--- src/rtl/psm_pkg.sv ---
`timescale 1ns/1ps
package psm_pkg;
  // true when tick t lies in [start, start+len)
  function automatic logic in_window(int unsigned t, int unsigned start, int unsigned len);
    return (t >= start) && (t < start + len);
  endfunction
endpackage

--- src/rtl/psm_timebase.sv ---
`timescale 1ns/1ps
module psm_timebase #(
  parameter int unsigned FRAME_TICKS = 16,
  localparam int unsigned CW = $clog2(FRAME_TICKS)
) (
  input  logic          clk_i,
  input  logic          rst_ni,
  output logic [CW-1:0] tick_o,
  output logic          run_o,
  output logic          frame_adv_o
);
  localparam logic [CW-1:0] LAST = CW'(FRAME_TICKS - 1);

  logic [CW-1:0] tick_q;
  logic          run_q;

  always_ff @(posedge clk_i or negedge rst_ni) begin
    if (!rst_ni) begin
      tick_q <= '0;
      run_q  <= 1'b0;
    end else if (!run_q) begin
      run_q  <= 1'b1;
    end else begin
      tick_q <= (tick_q == LAST) ? '0 : tick_q + 1'b1;
    end
  end

  assign tick_o      = tick_q;
  assign run_o       = run_q;
  // edge that enters tick 0 of a frame
  assign frame_adv_o = !run_q || (tick_q == LAST);
endmodule

--- src/rtl/psm_req_gate.sv ---
`timescale 1ns/1ps
module psm_req_gate #(
  parameter int unsigned NUM_CH = 3
) (
  input  logic              clk_i,
  input  logic              rst_ni,
  input  logic              frame_adv_i,
  input  logic [NUM_CH-1:0] req_i,
  output logic [NUM_CH-1:0] act_o,
  output logic [NUM_CH-1:0] ovr_o
);
  logic [NUM_CH-1:0] act_q, ovr_q;

  always_ff @(posedge clk_i or negedge rst_ni) begin
    if (!rst_ni) begin
      act_q <= '0;
      ovr_q <= '0;
    end else if (frame_adv_i) begin
      // back-to-back request: drop it and flag
      act_q <= req_i & ~act_q;
      ovr_q <= ovr_q | (req_i & act_q);
    end
  end

  assign act_o = act_q;
  assign ovr_o = ovr_q;
endmodule

--- src/rtl/psm_slot_shaper.sv ---
`timescale 1ns/1ps
module psm_slot_shaper
  import psm_pkg::*;
#(
  parameter int unsigned FRAME_TICKS = 16,
  parameter int unsigned NUM_CH      = 3,
  parameter int unsigned DATA_TICKS  = 3,
  parameter int unsigned SYNC_DLY    = 1,
  parameter int unsigned SYNC_TICKS  = 1,
  localparam int unsigned CW   = $clog2(FRAME_TICKS),
  localparam int unsigned SLOT = FRAME_TICKS / (NUM_CH + 1)
) (
  input  logic [CW-1:0]     tick_i,
  input  logic              run_i,
  input  logic [NUM_CH-1:0] act_i,
  output logic              line_o
);
  logic [NUM_CH-1:0] data_hit;
  logic              sync_hit;

  assign sync_hit = in_window(32'(tick_i), SYNC_DLY, SYNC_TICKS);

  for (genvar c = 0; c < NUM_CH; c++) begin : g_ch
    localparam int unsigned START = (c + 1) * SLOT;
    assign data_hit[c] = act_i[c] && in_window(32'(tick_i), START, DATA_TICKS);
  end

  assign line_o = run_i && (sync_hit || (|data_hit));
endmodule

--- src/rtl/pulse_slot_mux.sv ---
`timescale 1ns/1ps
module pulse_slot_mux #(
  parameter int unsigned FRAME_TICKS = 16,
  parameter int unsigned NUM_CH      = 3,
  parameter int unsigned DATA_TICKS  = 3,
  parameter int unsigned SYNC_DLY    = 1,
  parameter int unsigned SYNC_TICKS  = 1
) (
  input  logic              clk_i,
  input  logic              rst_ni,
  input  logic [NUM_CH-1:0] chan_req_i,
  output logic              mux_line_o,
  output logic              frame_start_o,
  output logic [NUM_CH-1:0] overrun_o
);
  localparam int unsigned CW = $clog2(FRAME_TICKS);

  logic [CW-1:0]     tick;
  logic              run, frame_adv;
  logic [NUM_CH-1:0] act;

  psm_timebase #(.FRAME_TICKS(FRAME_TICKS)) u_tb (
    .clk_i      (clk_i),
    .rst_ni     (rst_ni),
    .tick_o     (tick),
    .run_o      (run),
    .frame_adv_o(frame_adv)
  );

  psm_req_gate #(.NUM_CH(NUM_CH)) u_gate (
    .clk_i      (clk_i),
    .rst_ni     (rst_ni),
    .frame_adv_i(frame_adv),
    .req_i      (chan_req_i),
    .act_o      (act),
    .ovr_o      (overrun_o)
  );

  psm_slot_shaper #(
    .FRAME_TICKS(FRAME_TICKS),
    .NUM_CH     (NUM_CH),
    .DATA_TICKS (DATA_TICKS),
    .SYNC_DLY   (SYNC_DLY),
    .SYNC_TICKS (SYNC_TICKS)
  ) u_shape (
    .tick_i(tick),
    .run_i (run),
    .act_i (act),
    .line_o(mux_line_o)
  );

  assign frame_start_o = run && (tick == '0);
endmodule

--- config.mk ---
export PLATFORM = sky130hd
export DESIGN_NAME = pulse_slot_mux
export DESIGN_NICKNAME = d
export VERILOG_FILES = /design/src/rtl/psm_pkg.sv /design/src/rtl/psm_timebase.sv /design/src/rtl/psm_req_gate.sv /design/src/rtl/psm_slot_shaper.sv /design/src/rtl/pulse_slot_mux.sv
export SDC_FILE = /design/constraint.sdc
export NUM_CORES = 1
export LEC_CHECK = 0
export ABC_AREA = 0
export ABC_CLOCK_PERIOD_IN_PS = 1200
export BUFFER_PORTS_ARGS = -buffer_cell sky130_fd_sc_hd__buf_4
export CAP_MARGIN = 20
export CORE_AREA = 5 5 42 44
export CTS_CLUSTER_SIZE = 14
export DETAILED_ROUTE_END_ITERATION = 7
export DIE_AREA = 0 0 47 49
export GPL_TIMING_DRIVEN = 0
export PLACE_DENSITY_LB_ADDON = 0.05
export SLEW_MARGIN = 20
export SYNTH_ARGS = -nofsm -noshare
export SYNTH_HDL_FRONTEND = slang
export SYNTH_SLANG_ARGS = --single-unit
--- constraint.sdc ---
create_clock -name clk_i -period 1.2 [get_ports clk_i]
set_input_delay 0.12 -clock clk_i [delete_from_list [all_inputs] [get_ports clk_i]]
set_output_delay 0.12 -clock clk_i [all_outputs]
set_load 0.02 [all_outputs]
After elaboration in Yosys (flattened, before gate mapping)
Cells that the tools add are included.
{"block": "totals", "wordCells": 33, "ff_bits": 11, "out_inout_bits": 5, "inputBits": 5}
{"block": "op_classes", "mux": 1, "magnitude_cmp": 8, "add_sub_neg": 1, "reduce_logical": 14, "n_bitwise": 4, "eq_ne": 1}
{"operator": "$logic_and A1 B1 Y1", "count": 9}
{"operator": "$ge A4 B4 Y1 const B", "count": 2}
{"operator": "$lt A4 B4 Y1 const B", "count": 2}
{"operator": "$and A3 B3 Y3", "count": 2}
{"operator": "$add A4 B1 Y4 const B", "count": 1}
{"operator": "$eq A4 B4 Y1 const B", "count": 1}
{"operator": "$ge A4 B1 Y1 const B", "count": 1}
{"operator": "$ge A4 B3 Y1 const B", "count": 1}
{"operator": "$logic_not A4 Y1", "count": 1}
{"operator": "$lt A4 B2 Y1 const B", "count": 1}
{"operator": "$lt A4 B3 Y1 const B", "count": 1}
{"operator": "$mux W4", "count": 1}
{"operator": "$not A3 Y3", "count": 1}
{"operator": "$or A3 B3 Y3", "count": 1}
{"operator": "$reduce_or A3 Y1", "count": 1}
{"operator": "$logic_or A1 B1 Y1", "count": 2}
{"operator": "$logic_not A1 Y1", "count": 1}

Longest topological paths before layout
Gate-level depths: netlist (run 1).
{"block": "logic_depth", "depth_word": 6, "depth_mapped": 4, "mapped_depth_nobuf": 4}

By module
From an unflattened synthesis (run 1), not the netlist that was laid out.
{"block": "unflattened", "cells_unflattened": 39, "hier_area_um2": 499.2}
{"mod": "psm_req_gate", "cells_per_inst": 16, "instances": 1, "area_per_inst_um2": 229.0}
{"mod": "psm_timebase", "cells_per_inst": 18, "instances": 1, "area_per_inst_um2": 219.0}
{"mod": "psm_slot_shaper", "cells_per_inst": 3, "instances": 1, "area_per_inst_um2": 32.5}
{"mod": "pulse_slot_mux", "cells_per_inst": 2, "instances": 1, "area_per_inst_um2": 18.8}

Least setup slack after synthesis (run 1)
Ideal clock, no wire load.
{"block": "synth_path", "kind": "reg2reg", "startpoint": "register u_tb.tick_q[0] (netlist: u_tb.tick_o[0])", "endpoint": "register u_gate.act_q[0] (netlist: u_gate.act_o[0])", "slack_ns": -0.087, "stages_incl_launch_ff": 5, "setup_time_ns": 0.125, "required_time_ns": 1.075, "t_arrival_ns": 1.163, "cell_sequence": "dfrtp_1 -> ha_1 -> nand3_1 -> nand2_1 -> mux2_2"}
{"block": "synth_between", "elab_chain_cells": 2}
{"element": "from (decl)", "line_no": "psm_timebase.sv:14", "source": "logic [CW-1:0] tick_q;"}
{"element": "from (signal assigned)", "line_no": "psm_timebase.sv:24", "source": "tick_q <= (tick_q == LAST) ? '0 : tick_q + 1'b1;"}
{"element": "$eq A4 B4 Y1", "line_no": "psm_timebase.sv:31", "source": "assign frame_adv_o = !run_q || (tick_q == LAST);"}
{"element": "$logic_or A1 B1 Y1", "line_no": "psm_timebase.sv:31"}
{"element": "to (signal assigned)", "line_no": "psm_req_gate.sv:20", "source": "act_q <= req_i & ~act_q;"}
{"element": "to (decl)", "line_no": "psm_req_gate.sv:12", "source": "logic [NUM_CH-1:0] act_q, ovr_q;"}
Every way passes these cells.
A chain may end at the register's enable or synchronous reset.

Worst setup path in the final report (run 1)
{"block": "layout_path", "startpoint": "register u_tb.tick_q[3] (netlist: u_tb.tick_o[3])", "endpoint": "output mux_line_o"}
{"block": "layout_between", "elab_chain_cells": 6, "elab_cells_between_ends": 18, "cone_classes": "8 x order compare; 10 x reduce/logical"}
{"element": "$ge A4 B3 Y1 (tied with other cells)", "line_no": "psm_pkg.sv:5", "source": "return (t >= start) && (t < start + len);"}
{"element": "$logic_and A1 B1 Y1", "line_no": "psm_pkg.sv:5"}
{"element": "$logic_and A1 B1 Y1", "line_no": "psm_slot_shaper.sv:25", "source": "assign data_hit[c] = act_i[c] && in_window(32'(tick_i), START, DATA_TICKS);"}
{"element": "$reduce_or A3 Y1", "line_no": "psm_slot_shaper.sv:28", "source": "assign line_o = run_i && (sync_hit || (|data_hit));"}
{"element": "$logic_or A1 B1 Y1 *", "line_no": "psm_slot_shaper.sv:28"}
{"element": "$logic_and A1 B1 Y1 *", "line_no": "psm_slot_shaper.sv:28"}
{"element": "to (decl)", "line_no": "pulse_slot_mux.sv:12", "source": "output logic mux_line_o,"}
Mark *: on every way between the ends. The rest lies on a longest branch, timed or not.

==> metrics.md, run 1 <==
| Metric | Value |
|---|---|
| Fin. Hold Viols | `0` |
| Routed Antenna Nets | `0` |
| Metal3 WL | `51 µm` |
| Flop and latch count out of synthesis | `11` |
| DRC violations left | `0` |
| Share of layout cells above drive strength 1 | `60.0%` |
| Number of CTS-inserted buffers | `3` |
| Tot GR Track Use | `11.0%` |
| CP Data Arrival Time | `1440 ps` |
| Wire length on met2 | `662 µm` |
| EDFF count, synth | `0` |
| Final wirelength | `1.20 mm` |
| Initial Util | `37.9%` |
| Slowest Stage Delay on Critical Path | `430 ps` |
| Critical Path Source Type | `flop` |
| Avg Inst Size Synth | `11.3 µm²` |
| Cell taking the most area after synthesis | `dfrtp_1` |
| Area contributors post-synth | `dfrtp_1 (52%), ha_1 (7.1%), mux2_2 (6.4%)` |
| Slew Limit Fails | `0` |
| Worst EP required | `1080 ps` |
| Status | `finished, violations left` |
| Seq/Total Area, Yosys | `51.8%` |
| Pwr dens | `2000 nW/µm²` |
| Post-synth design cell area | `532 µm²` |
| Ys Warns | `0` |
| Die Wd | `47 µm` |
| CTS clk-pin slew, worst paths | `60 ps` |
| Nets | `74` |
| Combinational Power Share | `47.6%` |
| Pint | `1.01 mW` |
| Part of the power in registers | `37.7%` |
| Largest net degree at the start of global routing | `12` |
| Via count | `428` |
| Synth cell count leaders | `dfrtp_1 (11), nand2_1 (4)` |
| Post-Syn Instances | `47` |
| Clock Path Buffers | `2` |
| Clock Latency Late Sink | `260 ps` |
| DR vias/cell | `5.28` |
| Root buffer cell | `clkbuf_4` |
| Switching Fraction | `37.7%` |
| PnR worst setup slack | `-362 ps` |
| Gpl congestion | `0.739` |
| Max IR drop VDD | `882 µV` |
| Critical path type | `flop to output port` |
| Min cycle time layout | `1560 ps` |
| Syn nets | `55` |
| Post-synth top area share | `51.8%` |
| Ys flop type | `dfrtp_1` |
| Area grow syn2layout | `52.2%` |
| Wl on met1 | `468 µm` |
| Global-route wire length before repair | `1.80 mm` |
| Tightest Hold Check Type | `input pin to flop` |
| Critical Path Slowest Stage Cell | `dfrtp_2` |
| Leak | `0.343 nW` |
| Final Power | `1.62 mW` |
| Ports | `10` |
| Synth unique cells | `20` |
| Iteration count of the initial detailed-routing pass | `4` |
| Clock share of power | `14.7%` |
| F_max | `640 MHz` |
| Top sig layer | `met4` |
| Dpl ws | `-150 ps` |
| Worst path cell trace | `mux2i_2 > a2111oi_4 > a41o_1 > buf_6` |
| Worst hold slack | `98.8 ps` |
| Fin cells | `81` |
| I/O Buffers | `9` |
| CORE AREA | `1400 µm²` |
| Clock Sinks | `11` |
| Die Y-Extent | `49 µm` |
| CTS H-tree lvls | `1` |
| Wire length per cell | `14.8 µm` |
| Initial antenna violation count | `0` |
| Vias in the first global route | `447` |
| Critical path endpoint category | `output port` |
| Placed instance count | `72` |
| Rows | `14` |
| Fillers | `129` |
| Failing checks | `negative setup slack` |
| Initial detailed-routing violation count | `3` |
| Ys async rst share | `100%` |
| Antenna diode count | `0` |
| Net Sw Power | `0.611 mW` |
| Overflow after GRT | `0` |
| TritonCTS clock tree | `done` |
| Endpoints failing setup | `5` |
| CP max FO | `3` |
| Post-route clock period utilization | `130%` |
| Die area | `2300 µm²` |
| DP HPWL | `762 µm` |
| Setup Skew | `1.09 ps` |
| RSZ-0062 raised after global routing | `yes` |
| Max-cap violations | `0` |
| Most common cell in the netlist | `dfrtp_1` |
==> final cells by class <==
type                    instances  area (µm²)  area share [%]
inverters                       3        11.3            1.39
flip-flops and latches         11         279            34.5
clock buffers                   4        26.3            3.25
well taps                      16        20.0            2.47
multi-input cells              32         347            42.8
plain buffers                   1        11.3            1.39
repair buffers                 14         115            14.2
==> final timing paths <==
path | start | endpoint | slack, ps | cells after the start
max in group asynchronous | rst_ni | u_tb.tick_o[3] | 810 | 2
min reg2reg | u_gate.ovr_o[0] | u_gate.ovr_o[0] | 470 | 1
min in group asynchronous | rst_ni | u_gate.ovr_o[0] | 230 | 2
max | u_tb.tick_o[3] | mux_line_o | -360 | 4
max reg2reg | u_tb.tick_o[0] | u_gate.act_o[0] | -50 | 4
min | chan_req_i[0] | u_gate.ovr_o[0] | 100 | 2
==> critical path: cells and delay by family (launching register included) <==
kind	cells	cell delay, ps
flops	1	430
buf+inv	1	130
mux	1	170
compound gates	2	460
==> power by group through the flow <==
stage / Sequential (mW) / Clock [mW] / Combinational (mW)
floorplan: 0.563 / 0 / 0.306
global placement: 0.575 / 0 / 0.411
detailed placement: 0.581 / 0 / 0.428
CTS: 0.588 / 0.251 / 0.631
global route: 0.622 / 0.265 / 0.824
finish: 0.611 / 0.239 / 0.771
==> repair_timing <==
action	in CTS	in global routing
gates cloned	0	0
setup buffers	4	0
pin swaps	1	4
hold endpoints to repair	11	0
hold buffers	1	0
resized for setup	14	7
setup endpoints to repair	5	6
==> routing by layer <==
layer / vias to the layer above / track usage, %
li1: 204 / -
met1: 214 / 11.4
met2: 8 / 18.6
met3: 2 / 2.58
met4: 0 / 6.91
met5: - / 0
==> logic make-up after synthesis <==
| family | share of synthesized area, % |
|---|---|
| fa+ha+maj | 7.06 |
| flops | 51.8 |
| mux | 8.23 |
| compound gates | 15.1 |
| xor+xnor | 1.65 |
| simple gates | 11.3 |
| buf+inv | 4.23 |
| other cells | 0.705 |
==> metrics by stage <==
stage,cell area (µm²),util (%),TNS [ps]
global placement,642,45.8,-318
global route,810,57.8,-1020
floorplan,554,-,-47.0
detailed placement,642,45.8,-404
finish,810,57.8,-711
CTS,764,54.6,-657
==> flip-flops by register name, summed over array words and instances (netlist names) <==
name,cells
u_tb.tick_o,4
u_gate.ovr_o,3
u_gate.act_o,3
u_tb.run_o,1
==> cell usage in the layout (no fill, tap or decap), drive strengths merged, types with 2 or more instances in the layout <==
cell and instances:
inv 3, nand2 4, mux2 3, dfrtp 11
nand3 2, clkbuf 4, ha 3, o21ai 3
nor2b 3, buf 14, a31o 3, a21oi 2
Power figures use the tool's default switching activity.
==> inputs of run 2 (changes only) <==
--- a/config.mk
+++ b/config.mk
@@ -15,6 +15,7 @@
 export DIE_AREA = 0 0 47 49
 export GPL_TIMING_DRIVEN = 0
 export PLACE_DENSITY_LB_ADDON = 0.05
+export SKIP_CTS_REPAIR_TIMING = 1
 export SLEW_MARGIN = 20
 export SYNTH_ARGS = -nofsm -noshare
 export SYNTH_HDL_FRONTEND = slang
==> run 2 against run 1 <==
Worst hold slack got worse by 3.3 ps. Die area stayed put. The flow still finishes with violations (negative setup slack). Register-to-register slack lost 20 ps. Highest routed layer unchanged. Core utilization decreased by 5.0 points. Fmax shrank 1.8%. Combinational power fell by 26%. Final cell count down 1.2%. Via count decreased by 2.3%. Sequential cell count unchanged. Largest power group is now registers.
==> metrics.md, run 2 (synthesis gave the netlist of run 1 again) <==
| Metric | Value |
|---|---|
| Max IR drop VDD | `806 µV (-8.7%)` |
| CTS H-tree lvls | `1 (unchanged)` |
| Ports | `10 (unchanged)` |
| Initial antenna violation count | `0 (unchanged)` |
| Max-cap violations | `0 (unchanged)` |
| Fin cells | `80 (-1.2%)` |
| Clock Sinks | `11 (unchanged)` |
| Area grow syn2layout | `39.1%` |
| Share of layout cells above drive strength 1 | `50.0% (-10 points)` |
| Setup Skew | `4.37 ps (+3.28 ps)` |
| Failing checks | `negative setup slack` |
| Hold path depth | `2 (unchanged)` |
| Wire length per cell | `13.0 µm (-12%)` |
| Max reg flops | `4 (unchanged)` |
| Cells on worst reg2reg path | `4 (unchanged)` |
| DR vias/cell | `5.23 (-1.1%)` |
| Fillers | `133 (+3.1%)` |
| Initial Util | `37.9% (unchanged)` |
| Critical path buffers and inverters | `1 (unchanged)` |
| Endpoints failing setup | `5 (unchanged)` |
| Initial detailed-routing violation count | `1 (-2)` |
| Worst path cell trace | `mux2i_1 > a2111oi_2 > a41o_1 > buf_4` |
| Overflow after GRT | `0 (unchanged)` |
| Critical path endpoint category | `output port` |
| Commonest non-fill, non-tap cell in the layout | `buf_4` |
| Pwr dens | `1900 nW/µm² (-5.3%)` |
| CP Data Arrival Time | `1470 ps (+30 ps)` |
| Fin. Hold Viols | `0 (unchanged)` |
| Via count | `418 (-2.3%)` |
| RSZ-0062 raised after global routing | `yes` |
| PnR worst setup slack | `-391 ps (-29.1 ps)` |
| CP max FO | `6 (+3)` |
| Leak | `0.325 nW (-5.2%)` |
| DP HPWL | `762 µm (unchanged)` |
| Slew Limit Fails | `0 (unchanged)` |
| Critical Path End | `mux_line_o` |
| Placed instance count | `72 (unchanged)` |
| Slowest Stage Delay on Critical Path | `450 ps (+20 ps)` |
| I/O Buffers | `9 (unchanged)` |
| Die area | `2300 µm² (unchanged)` |
| Reg2reg end | `u_gate.act_o[0]` |
| Global-route wire length before repair | `1.61 mm (-10%)` |
| Critical Path Source Type | `flop` |
| Clock share of power | `17.0% (+2.3 points)` |
| Final wirelength | `1.04 mm (-13%)` |
| Tightest Hold Check Type | `input pin to flop` |
| TritonCTS clock tree | `done` |
| Switching Fraction | `35.9% (-1.8 points)` |
| Net Sw Power | `0.503 mW (-18%)` |
| Routed Antenna Nets | `0 (unchanged)` |
| Antenna diode count | `0 (unchanged)` |
| Combinational Power Share | `40.4% (-7.2 points)` |
| Status | `finished, violations left` |
| Post-route clock period utilization | `133% (+2.4 points)` |
| Number of CTS-inserted buffers | `3 (unchanged)` |
| Critical Path Slowest Stage Cell | `dfrtp_2` |
| Die Wd | `47 µm (unchanged)` |
| Rows | `14 (unchanged)` |
| F_max | `628 MHz (-1.8%)` |
| Iteration count of the initial detailed-routing pass | `2 (-2)` |
| CTS clk-pin slew, worst paths | `70 ps (about the same)` |
| Root buffer cell | `clkbuf_4` |
| Die Y-Extent | `49 µm (unchanged)` |
| Final core occ | `52.8% (-5.0 points)` |
| DRC violations left | `0 (unchanged)` |
| Gpl congestion | `0.739 (unchanged)` |
| Nets | `73 (-1.4%)` |
| Worst r2r src | `u_tb.tick_o[1]` |
| Largest net degree at the start of global routing | `12 (unchanged)` |
| Vias in the first global route | `395 (-12%)` |
| Tot GR Track Use | `9.89% (-1.1 points)` |
| Most frequent cells in the layout | `buf_4 (11), dfrtp_1 (9)` |
| Pint | `0.900 mW (-11%)` |
| Min cycle time layout | `1590 ps (+29.1 ps)` |
| Total number of cells along the worst setup path | `4 (unchanged)` |
| Clock Path Buffers | `2 (unchanged)` |
| Critical path type | `flop to output port` |
| Critical path's top delay family | `compound AO/OA/AOI/OAI gates` |
| Final Power | `1.40 mW (-13%)` |
| Worst R2R Setup Slack | `-70 ps (-20 ps)` |
| First element of the critical path | `u_tb.tick_o[3]` |
| Clock Latency Late Sink | `260 ps (about the same)` |
| Worst EP required | `1080 ps (about the same)` |
| Part of the power in registers | `42.6% (+4.9 points)` |
| CORE AREA | `1400 µm² (unchanged)` |
## run 2: changes by cell type in the layout (fill, tap and decap cells not counted), sizes merged
cell,delta
buf,-1
## run 2: how the worst min path moves through the flow
| stage | from | endpoint | slack (ps) |
|---|---|---|---|
| 3_5_place_dp | rst_ni | u_tb.run_o | -40 |
| 3_3_place_gp | rst_ni | u_tb.run_o | -40 |
| 2_1_floorplan | rst_ni | u_gate.act_o[0] | -180 |
| 6_report | chan_req_i[0] | u_gate.ovr_o[0] | 100 |
| 5_1_grt | chan_req_i[0] | u_gate.ovr_o[0] | 100 |
| 4_1_cts | rst_ni | u_tb.run_o | -330 |
## run 2: stage by stage
stage,hold WS (ps),worst slack [ps],cell area (µm²),setup TNS [ps]
4_1_cts,-330,-444,668,-1010
3_3_place_gp,-43.3,-147,642,-318
6_report,95.5,-391,739,-696
2_1_floorplan,-176,-31.0,554,-47.0
5_1_grt,99.9,-468,739,-1040
3_5_place_dp,-41.7,-150,642,-404
## run 2: cell type report
cell class	count	area [µm²]	share of cell area, %
buffer	1	11.3	1.52
timing repair buffer	13	104	14.0
clock buffer	4	26.3	3.55
sequential	11	278	37.6
inverter	3	11.3	1.52
multi-input combinational	32	289	39.1
tap	16	20.0	2.71
## run 2: worst reg2reg max path, stage by stage, from the launching register on
cell	delay [ps]
dfrtp_1	420
ha_4	190
nand3_2	90
nand2_4	120
mux2_2	330
## run 2: power groups by stage
| stage | sequential [mW] | combinational [mW] | clock (mW) |
|---|---|---|---|
| 2_1_floorplan | 0.563 | 0.306 | 0 |
| 3_3_place_gp | 0.575 | 0.411 | 0 |
| 3_5_place_dp | 0.581 | 0.428 | 0 |
| 4_1_cts | 0.574 | 0.430 | 0.251 |
| 5_1_grt | 0.613 | 0.623 | 0.265 |
| 6_report | 0.597 | 0.567 | 0.239 |
## run 2: routing by layer
layer	wire length (µm)	GRT usage, %
met1	382	11.4
met3	51	2.58
met5	0	0
met4	23	6.91
met2	579	15.2
==> inputs of run 3 (changes only) <==
--- a/config.mk
+++ b/config.mk
@@ -6,7 +6,7 @@
 export NUM_CORES = 1
 export LEC_CHECK = 0
 export ABC_AREA = 0
-export ABC_CLOCK_PERIOD_IN_PS = 1200
+export ABC_CLOCK_PERIOD_IN_PS = 2000
 export BUFFER_PORTS_ARGS = -buffer_cell sky130_fd_sc_hd__buf_4
 export CAP_MARGIN = 20
 export CORE_AREA = 5 5 42 44
@@ -14,7 +14,7 @@
 export DETAILED_ROUTE_END_ITERATION = 7
 export DIE_AREA = 0 0 47 49
 export GPL_TIMING_DRIVEN = 0
-export PLACE_DENSITY_LB_ADDON = 0.05
+export PLACE_DENSITY = 0.64
 export SKIP_CTS_REPAIR_TIMING = 1
 export SLEW_MARGIN = 20
 export SYNTH_ARGS = -nofsm -noshare
==> constraint.sdc (replaced) <==
create_clock -name clk_i -period 2 [get_ports clk_i]
set_input_delay 0.2 -clock clk_i [delete_from_list [all_inputs] [get_ports clk_i]]
set_output_delay 0.2 -clock clk_i [all_outputs]
set_load 0.02 [all_outputs]
==> run 3 against run 2 <==
The flow now finishes without violations. Register-to-register slack better by 630 ps. Largest cell class is now registers. Critical path type unchanged. Clock power down 38%. Wire length down 17%. Total power down 48%. Combinational power down 57%. Setup slack better by 650 ps. Via count down 11%. Sequential share of layout area up 4.4 points. Clock skew about the same. Count of clock-buffer cells in the layout unchanged.
==> metrics.md, run 3 (synthesis gave the netlist of run 1 again) <==
| Metric | Value |
|---|---|
| Tot GR Track Use | `9.56% (-0.34 points)` |
| Worst path cell trace | `mux2i_1 > a2111oi_1 > a41o_1 > buf_4` |
| Setup Skew | `4.84 ps (+0.474 ps)` |
| Critical Path Source Type | `flop` |
| Overflow after GRT | `0 (unchanged)` |
| DP HPWL | `640 µm (-16%)` |
| Tightest Hold Check Type | `input pin to flop` |
| Combinational Power Share | `33.3% (-7.1 points)` |
| Pwr dens | `1110 nW/µm² (-42%)` |
| Clock share of power | `20.4% (+3.4 points)` |
| Initial Util | `37.9% (unchanged)` |
| Die Y-Extent | `49 µm (unchanged)` |
| Via count | `370 (-11%)` |
| Cells on worst reg2reg path | `4 (unchanged)` |
| Initial antenna violation count | `0 (unchanged)` |
| Gpl congestion | `0.752 (+1.9%)` |
| Min cycle time layout | `1740 ps` |
| Post-route clock period utilization | `87.2%` |
| Fillers | `144 (+8.3%)` |
| Final wirelength | `859 µm (-17%)` |
| Placed instance count | `72 (unchanged)` |
| CP max FO | `6 (unchanged)` |
| Slew Limit Fails | `0 (unchanged)` |
| Final Power | `0.727 mW (-48%)` |
| CORE AREA | `1400 µm² (unchanged)` |
| RSZ-0062 raised after global routing | `no` |
| Vias in the first global route | `332 (-16%)` |
| Max-cap violations | `0 (unchanged)` |
| F_max | `573 MHz` |
| Clock Path Buffers | `2 (unchanged)` |
| Global-route wire length before repair | `1.54 mm (-4.7%)` |
| Routed Antenna Nets | `0 (unchanged)` |
| Leak | `0.306 nW (-5.8%)` |
| Ports | `10 (unchanged)` |
| Critical Path Slowest Stage Cell | `dfrtp_1` |
| Initial detailed-routing violation count | `2 (+1)` |
| Slowest Stage Delay on Critical Path | `440 ps (about the same)` |
| Clock Latency Late Sink | `260 ps (about the same)` |
| Fin cells | `77 (-3.8%)` |
| Clock Sinks | `11 (unchanged)` |
| Die area | `2300 µm² (unchanged)` |
| CTS H-tree lvls | `1 (unchanged)` |
| Worst EP required | `1800 ps (+720 ps)` |
| I/O Buffers | `9 (unchanged)` |
| Most frequent cells in the layout | `dfrtp_1 (11), buf_4 (9), nand2_1 (4)` |
| Pint | `0.472 mW (-48%)` |
| Net Sw Power | `0.255 mW (-49%)` |
| Iteration count of the initial detailed-routing pass | `2 (unchanged)` |
| Switching Fraction | `35.1% (-0.77 points)` |
| DR vias/cell | `4.81 (-8.0%)` |
| Max reg flops | `4 (unchanged)` |
| Post-DP Area | `619 µm² (-3.5%)` |
| TritonCTS clock tree | `done` |
| Max IR drop VDD | `372 µV (-54%)` |
| Fin. Hold Viols | `0 (unchanged)` |
| Rows | `14 (unchanged)` |
| Root buffer cell | `clkbuf_4` |
| Endpoints failing setup | `0 (-5)` |
| Area grow syn2layout | `23.3%` |
| Antenna diode count | `0 (unchanged)` |
| Final instance area | `656 µm² (-11%)` |
| Setup TNS Final | `0 ps (+696 ps)` |
| Dpl ws | `567 ps (+716 ps)` |
| Hold path depth | `2 (unchanged)` |
| PnR worst setup slack | `256 ps (+647 ps)` |
| Commonest non-fill, non-tap cell in the layout | `dfrtp_1` |
| Die Wd | `47 µm (unchanged)` |
| Status | `completed` |
| Number of CTS-inserted buffers | `3 (unchanged)` |
| CP Data Arrival Time | `1540 ps (+70 ps)` |
| Wire length per cell | `11.2 µm (-14%)` |
| Largest net degree at the start of global routing | `12 (unchanged)` |
| Area of the multi-input gates | `234 µm² (-19%)` |
| Nets | `70 (-4.1%)` |
| Part of the power in registers | `46.2% (+3.6 points)` |
| Critical path type | `flop to output port` |
| CTS clk-pin slew, worst paths | `70 ps (about the same)` |
| Critical path endpoint category | `output port` |
| Share of layout cells above drive strength 1 | `31.1% (-19 points)` |
| Seq. cell area | `275 µm² (-0.90%)` |
| DRC violations left | `0 (unchanged)` |
## run 3: path summary, 6_finish.rpt
check / startpoint / to / slack (ps)
max in group asynchronous: rst_ni / u_gate.ovr_o[1] / 1550
setup / recovery: u_tb.tick_o[3] / mux_line_o / 260
hold reg to reg: u_gate.ovr_o[1] / u_gate.ovr_o[1] / 470
setup reg to reg: u_tb.tick_o[0] / u_gate.act_o[1] / 560
hold / removal: chan_req_i[2] / u_gate.ovr_o[2] / 170
min in group asynchronous: rst_ni / u_tb.tick_o[3] / 300
## run 3: cell type report
cell class | instances | area share, %
sequential | 11 | 42.0
multi-input combinational | 32 | 35.7
timing repair buffer | 10 | 11.8
clock buffer | 4 | 4.01
tap | 16 | 3.05
buffer | 1 | 1.72
inverter | 3 | 1.72
## run 3: critical path: cells and delay by family (launching register included)
| family | cells | cell delay [ps] |
|---|---|---|
| muxes | 1 | 150 |
| AOI/OAI and AO/OA | 2 | 550 |
| buffers and inverters | 1 | 130 |
| DFF | 1 | 440 |
## run 3: metal layers
layer  part of all wire (%)  track usage (%)  up-vias
met3                    3.5             4.43        0
met2                     44             11.3        7
met5                      0                0        -
met1                     52             13.0      168
met4                      0             6.91        0
li1                       -                -      195
## run 3: power groups by stage
stage               sequential [mW]  clock (mW)  combinational [mW]
CTS                           0.336       0.160               0.244
finish                        0.336       0.148               0.242
global placement              0.341           0               0.238
global route                  0.348       0.171               0.276
floorplan                     0.333           0               0.171
detailed placement            0.341           0               0.241
## run 3: per-stage QoR
step,util [%],hold slack [ps]
finish,46.8,174
global route,46.8,154
CTS,46.1,-258
detailed placement,44.2,41.0
global placement,44.2,43.0
floorplan,-,-95.6
